File: src/rtl/fcd_pkg.sv
package fcd_pkg;
  typedef enum logic [2:0] {
    ST_PAIR1_A = 3'd0,
    ST_PAIR1_B = 3'd1,
    ST_CMD3    = 3'd2,
    ST_PAIR2_A = 3'd3,
    ST_PAIR2_B = 3'd4,
    ST_CMD6    = 3'd5,
    ST_PROG    = 3'd6
  } step_t;

  typedef enum logic [2:0] {
    ACT_NONE,
    ACT_CHIP,
    ACT_SECTOR,
    ACT_PROG,
    ACT_SDP,
    ACT_ID_ON,
    ACT_ID_OFF
  } act_t;

  localparam logic [7:0] CMD_EXTENDED = 8'h80;
  localparam logic [7:0] CMD_ID_ON    = 8'h90;
  localparam logic [7:0] CMD_PROGRAM  = 8'hA0;
  localparam logic [7:0] CMD_ID_OFF   = 8'hF0;
  localparam logic [7:0] CMD_CHIP     = 8'h10;
  localparam logic [7:0] CMD_SECTOR   = 8'h30;
  localparam logic [7:0] CMD_SDP_OFF  = 8'h20;
  localparam logic [7:0] CMD_ID_ALT   = 8'h60;
endpackage

File: src/rtl/fcd_unlock_match.sv
module fcd_unlock_match (
  input  logic [14:0] addr_lo,
  input  logic [7:0]  data,
  output logic        hit_first,
  output logic        hit_second,
  output logic        at_cmd_addr
);
  localparam logic [14:0] KEY_ADDR_A = 15'h5555;
  localparam logic [14:0] KEY_ADDR_B = 15'h2AAA;

  always_comb begin
    at_cmd_addr = (addr_lo == KEY_ADDR_A);
    hit_first   = at_cmd_addr && (data == 8'hAA);
    hit_second  = (addr_lo == KEY_ADDR_B) && (data == 8'h55);
  end
endmodule

File: src/rtl/fcd_cmd_decode.sv
module fcd_cmd_decode
  import fcd_pkg::*;
(
  input  step_t      cur,
  input  logic       variant_sel,
  input  logic       hit_first,
  input  logic       hit_second,
  input  logic       at_cmd_addr,
  input  logic [7:0] data,
  output step_t      nxt,
  output act_t       act
);
  always_comb begin
    nxt = ST_PAIR1_A;
    act = ACT_NONE;
    unique case (cur)
      ST_PAIR1_A: begin
        if (data == CMD_ID_OFF) act = ACT_ID_OFF;
        else if (hit_first)     nxt = ST_PAIR1_B;
      end
      ST_PAIR2_A: if (hit_first)  nxt = ST_PAIR2_B;
      ST_PAIR1_B: if (hit_second) nxt = ST_CMD3;
      ST_PAIR2_B: if (hit_second) nxt = ST_CMD6;
      ST_CMD3: begin
        if (at_cmd_addr) begin
          case (data)
            CMD_EXTENDED: nxt = ST_PAIR2_A;
            CMD_ID_ON:    act = ACT_ID_ON;
            CMD_ID_OFF:   act = ACT_ID_OFF;
            CMD_PROGRAM:  if (!variant_sel) nxt = ST_PROG;
            default:      ;
          endcase
        end
      end
      ST_CMD6: begin
        if (!variant_sel && data == CMD_SECTOR) act = ACT_SECTOR;
        else if (at_cmd_addr) begin
          case (data)
            CMD_CHIP:    act = ACT_CHIP;
            CMD_SDP_OFF: if (variant_sel) act = ACT_SDP;
            CMD_ID_ALT:  if (variant_sel) act = ACT_ID_ON;
            default:     ;
          endcase
        end
      end
      ST_PROG: act = ACT_PROG;
      default: ;
    endcase
  end
endmodule

File: src/rtl/flash_cmd_decoder.sv
module flash_cmd_decoder
  import fcd_pkg::*;
#(
  parameter int ADDR_W     = 20,
  parameter int SECTOR_LG2 = 12
) (
  input  logic              clk,
  input  logic              rst_n,
  input  logic              variant_sel,
  input  logic              wr_en,
  input  logic [ADDR_W-1:0] wr_addr,
  input  logic [7:0]        wr_data,
  output logic              act_chip_erase,
  output logic              act_sector_erase,
  output logic              act_byte_prog,
  output logic              act_sdp_off,
  output logic [ADDR_W-1:0] act_addr,
  output logic [7:0]        act_data,
  output logic              id_mode
);
  localparam logic [ADDR_W-1:0] SECTOR_MASK = ~((ADDR_W'(1) << SECTOR_LG2) - ADDR_W'(1));

  step_t step_q, step_d;
  act_t  act_d;
  logic  hit_first, hit_second, at_cmd_addr;

  fcd_unlock_match u_match (
    .addr_lo    (wr_addr[14:0]),
    .data       (wr_data),
    .hit_first  (hit_first),
    .hit_second (hit_second),
    .at_cmd_addr(at_cmd_addr)
  );

  fcd_cmd_decode u_decode (
    .cur        (step_q),
    .variant_sel(variant_sel),
    .hit_first  (hit_first),
    .hit_second (hit_second),
    .at_cmd_addr(at_cmd_addr),
    .data       (wr_data),
    .nxt        (step_d),
    .act        (act_d)
  );

  always_ff @(posedge clk) begin
    if (!rst_n) begin
      step_q           <= ST_PAIR1_A;
      id_mode          <= 1'b0;
      act_chip_erase   <= 1'b0;
      act_sector_erase <= 1'b0;
      act_byte_prog    <= 1'b0;
      act_sdp_off      <= 1'b0;
      act_addr         <= '0;
      act_data         <= '0;
    end else begin
      act_chip_erase   <= wr_en && (act_d == ACT_CHIP);
      act_sector_erase <= wr_en && (act_d == ACT_SECTOR);
      act_byte_prog    <= wr_en && (act_d == ACT_PROG);
      act_sdp_off      <= wr_en && (act_d == ACT_SDP);
      if (wr_en) begin
        step_q <= step_d;
        if (act_d == ACT_ID_ON)  id_mode <= 1'b1;
        if (act_d == ACT_ID_OFF) id_mode <= 1'b0;
        if (act_d inside {ACT_CHIP, ACT_SECTOR, ACT_PROG, ACT_SDP}) begin
          act_addr <= (act_d == ACT_SECTOR) ? (wr_addr & SECTOR_MASK) : wr_addr;
          act_data <= wr_data;
        end
      end
    end
  end

  p_one_action_r11: assert property (@(posedge clk) disable iff (!rst_n)
    $onehot0({act_chip_erase, act_sector_erase, act_byte_prog, act_sdp_off}));

  p_pulse_short_r11: assert property (@(posedge clk) disable iff (!rst_n)
    (act_chip_erase || act_sector_erase || act_byte_prog || act_sdp_off)
      |=> !(act_chip_erase || act_sector_erase || act_byte_prog || act_sdp_off));

  p_action_needs_write_r11: assert property (@(posedge clk) disable iff (!rst_n)
    $rose(act_chip_erase || act_sector_erase || act_byte_prog || act_sdp_off)
      |-> $past(wr_en));

  p_sector_aligned_r7: assert property (@(posedge clk) disable iff (!rst_n)
    act_sector_erase |-> (act_addr[SECTOR_LG2-1:0] == '0));

  p_sector_variant_r10: assert property (@(posedge clk) disable iff (!rst_n)
    act_sector_erase |-> !$past(variant_sel));

  p_prog_variant_r8: assert property (@(posedge clk) disable iff (!rst_n)
    act_byte_prog |-> !$past(variant_sel));

  p_sdp_variant_r9: assert property (@(posedge clk) disable iff (!rst_n)
    act_sdp_off |-> $past(variant_sel));

  p_id_change_on_write_r3: assert property (@(posedge clk) disable iff (!rst_n)
    ($rose(id_mode) || $fell(id_mode)) |-> $past(wr_en));
endmodule

File: config.mk
export PLATFORM = sky130hd
export DESIGN_NAME = flash_cmd_decoder
export DESIGN_NICKNAME = d
export VERILOG_FILES = /design/src/rtl/fcd_pkg.sv /design/src/rtl/fcd_unlock_match.sv /design/src/rtl/fcd_cmd_decode.sv /design/src/rtl/flash_cmd_decoder.sv
export SDC_FILE = /design/constraint.sdc
export NUM_CORES = 1
export LEC_CHECK = 0
export ABC_CLOCK_PERIOD_IN_PS = 7500
export BUFFER_PORTS_ARGS = -buffer_cell sky130_fd_sc_hd__buf_2
export CAP_MARGIN = 0
export CELL_PAD_IN_SITES_DETAIL_PLACEMENT = 0
export CELL_PAD_IN_SITES_GLOBAL_PLACEMENT = 2
export CORE_MARGIN = 2
export CORE_UTILIZATION = 30
export DETAILED_ROUTE_END_ITERATION = 8
export GPL_ROUTABILITY_DRIVEN = 0
export PLACE_DENSITY_LB_ADDON = 0.1
export SLEW_MARGIN = 25
export SYNTH_ARGS = -nofsm -noshare
export SYNTH_HDL_FRONTEND = slang
export SYNTH_SLANG_ARGS = --single-unit
File: constraint.sdc
create_clock -name clk -period 7.5 [get_ports clk]
set_clock_uncertainty 0.1 [all_clocks]
set_input_delay 0.75 -clock clk [delete_from_list [all_inputs] [get_ports clk]]
set_output_delay 0.75 -clock clk [all_outputs]
set_load 0.01 [all_outputs]
# Word-level counts from Yosys, hierarchy flattened
# Index checks and enable logic that the tools add are counted.
# word_totals
ff_bits,36
input_bits,32
output_inout_bits,33
wordCells,66
# op_classes
eq_ne,24
muxes,21
reduce_logical,13
# op_table
cell,count
8-bit equality test (second input constant),5
3-bit two-way mux,11
3-bit equality test (second input constant),6
8-bit by 6-bit equality test with 1-bit output (second input constant),2
8-bit by 7-bit equality test with 1-bit output (second input constant),2
15-bit by 14-bit equality test with 1-bit output (second input constant),1
15-bit equality test (second input constant),1
3-bit case mux with 5 select lines,1
3-bit by 2-bit equality test with 1-bit output (second input constant),4
12-bit two-way mux,1
3-bit case mux with 2 select lines,2
3-bit case mux with 4 select lines,1
3-bit case mux with 3 select lines,1
8-bit by 5-bit equality test with 1-bit output (second input constant),1
1-bit logical AND,7
3-bit by 1-bit equality test with 1-bit output (second input constant),2
2-bit AND reduction,2
4-bit nonzero test,1
3-bit logical NOT,1
1-bit two-way mux,3
2-bit two-way mux,1
2-bit nonzero test,1
1-bit logical NOT,1

# Longest topological paths before layout
# depth
ltp_word,8
ltp_mapped,9
depth_no_buf,6

# By module
# Synthesis repeated with hierarchy kept, for this count alone.
# unflattened
cells_unflattened,207
hier_area_um2,1878.1
# by_module_without_submodules
module,instances,cells_per_inst,area_per_inst_um2
flash_cmd_decoder,1,154,1475.2
fcd_cmd_decode,1,35,250.2
fcd_unlock_match,1,18,152.6

# Worst setup path before layout
# OpenSTA, ideal clock, no wires.
# synth_path
path_type,input to register
startpoint,in wr_data[0]
endpoint,reg act_addr[0]
setup_time_ns,0.072
arrival_time_ns,2.804
required_ns,7.328
setup_slack_ns,4.525
path_stages,7
path_buffers,1
path_cell_list,or4_4 > or4_4 > a221o_1 > o211a_4 > nor2_8 > buf_12 > mux2i_1
# synth_via
elab_chain_cells,8
elab_cells_between_ends,21
cone_classes,eq/ne: 10; mux: 8; reduce/logical: 3
# synth_rtl
item,line,rtl
"start, declared",flash_cmd_decoder.sv:12,"input logic [7:0] wr_data,"
8-bit by 7-bit equality test with 1-bit output (tied with other cells),fcd_cmd_decode.sv:38,case (data)
3-bit case mux with 3 select lines,fcd_cmd_decode.sv:38,
3-bit two-way mux,fcd_cmd_decode.sv:37,else if (at_cmd_addr) begin
3-bit two-way mux,fcd_cmd_decode.sv:36,if (!variant_sel && data == CMD_SECTOR) act = ACT_SECTOR;
3-bit case mux with 4 select lines *,fcd_cmd_decode.sv:16,unique case (cur)
3-bit by 1-bit equality test with 1-bit output (tied with other cells),flash_cmd_decoder.sv:65,"if (act_d inside {ACT_CHIP, ACT_SECTOR, ACT_PROG, ACT_SDP}) begin"
4-bit nonzero test,flash_cmd_decoder.sv:65,
2-bit AND reduction (no line),--,
"end signal, assigned",flash_cmd_decoder.sv:66,act_addr <= (act_d == ACT_SECTOR) ? (wr_addr & SECTOR_MASK) : wr_addr;
"end, declared",flash_cmd_decoder.sv:17,"output logic [ADDR_W-1:0] act_addr,"
# Every way passes the cells marked *; elsewhere a longest branch is shown, timed or not.
# A chain may end at the register's enable or synchronous reset.

# Worst setup path in the final report
# layout_path
startpoint,in wr_data[0]
endpoint,reg act_addr[2]
# Same word-level chain as after synthesis.

==> results.md <==
- The count of endpoints failing setup in the final report is 0.
- The summed instance area of the synthesized netlist is 1880 um^2.
- For the final routed database, the setup TNS stands at 0 ns.
- The top-level I/O count is 65.
- The clock net in this run drives a total of 36 sinks.
- Counting every instance in the synthesized netlist gives 224.
- The endpoint identified for the worst register-to-register timing path is act_addr[2].
- The maximum fanout encountered on the critical timing path is 17.
- The number of nets in the layout is 314.
- The half-perimeter wire length of the detailed placement result is 4120 um.
- The analysis attributes to cell leakage a power of 1.00 nW.
- STA puts the critical path data required time at 7.57 ns.
- Setup repair after global routing left no endpoint under its margin.
- The share of total power dissipated in sequential elements is 0.531.
- The synthesized netlist contains 45 unique library cells.
- Measured against its own limit, the worst slew margin works out to 0.445.
- The pin count of the biggest net entering global routing is 21.
- STA classifies the critical path startpoint as a primary input.
- The upper clock frequency limit is 0.317 GHz.
- By instance count, the cell type seen most on the critical path is or4_4.
- The total die area is 6910 um^2.
- In the final layout, the share of cells above drive strength 1 is 0.283.
- The worst hold margin is 0.356 ns.
- Yosys mapped a number of flops with a built-in enable equal to 0.
- The cell area after placement is 2210 um^2.
- The length in cells of the worst reg-to-reg path is 6.
- The path class of the tightest hold or removal check is flop to flop.
- The most used flip-flop cell after synthesis is dfxtp_1.
- The hold path startpoint is act_addr[7].
- The initial antenna violation count is 0.
- Leaving out filler cells and counting taps, the final layout contains 358.
- The proportion of power drawn by combinational gates is 0.080.
- The start-to-end type of the worst setup path is primary input to flop.
- The number of buffer cells added on primary ports is 64.
- In this run, post-CTS repair resized a total of 0 instances.
- The slowest stage of the critical path is the and4_1 cell.
- The areal power density over the cells is 156 nW/um^2.
- The antenna violation net count after detailed routing is 0.
- The final number of max-transition violations is 0.
- Across all register-to-register paths, the minimum setup slack is 4.45 ns.
- The number of detailed-routing iterations run before antenna repair is 4.
- 0 antenna diodes ended up in the layout.
- In this run the deepest clock path goes through 2 buffers.
- The final hold violation count is 0.
- The clock buffer count from CTS is 5.
- Using the TritonRoute via totals, the vias-per-cell ratio works out to 5.16.
- The CTS tree is yes.
- The layout overhead on the synthesized area is 22.6%.
- The total overflow left after global routing is 0.
- The max-cap violation count is 0.
- The number of buffers inserted by hold repair at cts is 0.
- The via count is 1848.
- For the finished layout, the period the worst path requires is 3.15 ns.
- The switching power summed over all nets is 0.0907 mW.
- For this configuration, the core starts out at a cell density of 0.314.
- The peak supply drop is 60.1 uV.
- The data arrival time of the worst path is 3.22 ns.
- When the netlist entered floorplanning its net count stood at 256.
- The synthesis-stage register bit count is 36.
- After floorplanning, the core was sized to cover 5990 um^2.
- The share of the Yosys chip area taken by registers is 0.383.
- During synthesis, Yosys emitted a total of 0 warnings.
- The startpoint of the worst register-to-register path is step_q[0].
- The synthesized area divided by synthesized cell count is 8.39 um^2.
- The maximum single-stage delay on the critical path is 0.70 ns.
- The remaining routing DRC violations is 0.
- The later pin in the worst-skew pair is clocked with a latency of 0.29 ns.
- The run finished with clean final reports.
- At the pin with the least slew margin, the transition time is 0.821 ns.
- The final core area utilization is 0.385.
- The fraction of power consumed by the clock network is 0.389.
- The die boundary height is 83.1 um.
- In the global route stage, overall resource usage came out at 0.167.
- In the synthesized netlist the async set-or-reset flop fraction comes to 0.
- The worst hold path was traced through 2 stages.
- Dividing the final minimum period by the clock period gives 0.421.
- After detailed routing, the average wire length per cell comes to 15.7 um.
- The horizontal die dimension is 83.1 um.
- The H-tree generated during clock tree synthesis spans 2 levels.
- The DRC marker count from the first detailed-route iteration is 56.
- The clock-pin slew on the worst setup and hold paths is 0.07 ns.
- The initialized floorplan defines 28 standard-cell rows.
- Traced cell by cell, the critical path runs through buf_2 -> or4_4 -> or4_4 -> a21oi_2 -> and4_1 -> nor2_8 -> mux2i_1.
- The number of placed instances, taps included, is 350.
- The capturing element type of the critical path is a flop.
- The internal portion of the total power is 0.269 mW.
- The clock tree root driver cell is clkbuf_8.
- The path with the worst hold slack has its endpoint at act_addr[7].
- The via count of the first global-routing pass came to 1779.
- Of the total power, the share spent switching nets is 0.253.
- The total routed wirelength is 5620 um.
- The post-route cell area is 2300 um^2.
- The post-CTS setup-driven buffer insertion count is 0.
- The global-route wire length before repair is 9400 um.
==> cells in the final DEF, fill, tap and decap left out, types with 2 or more instances in the layout <==
master and count:
and3_1 2, o21ai_0 10, nand3_1 20, nor4bb_1 6, buf_2 64, a32oi_1 2
and4_1 2, nand4_1 5, a21oi_1 21, clkbuf_8 5, inv_1 3, clkbuf_1 2
nor2b_1 4, o21a_1 2, dfxtp_1 36, o21ai_1 10, and4b_1 2, nand2_1 30
mux2i_1 12, nor3b_1 6, a211oi_1 2, nor2_1 9, nor4_1 3, or4_4 2
==> power groups by stage <==
stage | Combinational (mW) | Clock, mW | Sequential, mW
2_1_floorplan | 0.0120 | 0 | 0.195
4_1_cts | 0.0288 | 0.147 | 0.191
3_5_place_dp | 0.0286 | 0 | 0.195
3_3_place_gp | 0.0286 | 0 | 0.195
5_1_grt | 0.0322 | 0.156 | 0.191
6_report | 0.0286 | 0.140 | 0.191
==> sequential cells by signal, summed over array words and instances (netlist names) <==
name,count
step_q,3
act_byte_prog,1
act_addr,20
act_sector_erase,1
id_mode,1
act_chip_erase,1
act_sdp_off,1
act_data,8
==> worst max-delay path, delay by kind of cell <==
| family | cells | cell delay [ns] |
|---|---|---|
| simple gates | 4 | 1.97 |
| compound gates | 1 | 0.20 |
| mux | 1 | 0.17 |
| buf+inv | 1 | 0.13 |
==> worst max path at each step <==
stage | depth (start not counted) | from | end
final | 7 | wr_data[0] | act_addr[2]
after global routing | 7 | wr_data[7] | act_addr[18]
after CTS | 7 | wr_data[0] | act_addr[2]
after detailed placement | 7 | wr_data[0] | act_addr[2]
after global placement | 7 | wr_data[0] | act_addr[2]
after floorplan | 7 | wr_data[0] | act_addr[0]
==> layer usage <==
layer,vias to the layer above,wire length [um],part of all wire,global-route usage
met5,-,0,0,0
met4,0,19,0.0034,0.0447
met3,2,210,0.037,0.0378
met2,35,2610,0.47,0.260
met1,865,2780,0.49,0.233
li1,946,-,-,-
==> synth_stat cells, types with 4 or more instances <==
master | n | area share
dfxtp_1 | 36 | 0.38
clkbuf_1 | 9 | 0.018
mux2i_1 | 12 | 0.064
nand4_1 | 5 | 0.017
o21ai_0 | 10 | 0.027
nor4bb_1 | 6 | 0.032
nand3_1 | 20 | 0.053
nor3b_1 | 6 | 0.024
o21ai_1 | 10 | 0.027
nor2b_1 | 4 | 0.013
a21oi_1 | 21 | 0.056
nor2_1 | 9 | 0.018
nand2_1 | 30 | 0.060
==> final cells by class <==
cell class / count / area (um^2)
repair buffers: 65 / 328
clock buffers: 7 / 76.3
inverters: 3 / 11.3
clock inverters: 1 / 8.76
well taps: 75 / 93.8
flip-flops and latches: 36 / 721
multi-input cells: 171 / 1070
fillers: 645 / 3690
==> through the flow <==
stage,setup WS (ns),power [mW]
final,4.35,0.359
after detailed placement,4.03,0.224
after global routing,4.09,0.379
after CTS,4.35,0.367
after global placement,4.04,0.224
after floorplan,4.52,0.207
==> cells by family after synthesis <==
kind of cell	Yosys count	share of synthesized area
buffers and inverters	17	0.0526
muxes	12	0.0639
DFF	36	0.383
AOI/OAI and AO/OA	60	0.197
and+or+nand+nor	99	0.303
Note: power is estimated with default switching activity, not from simulation.
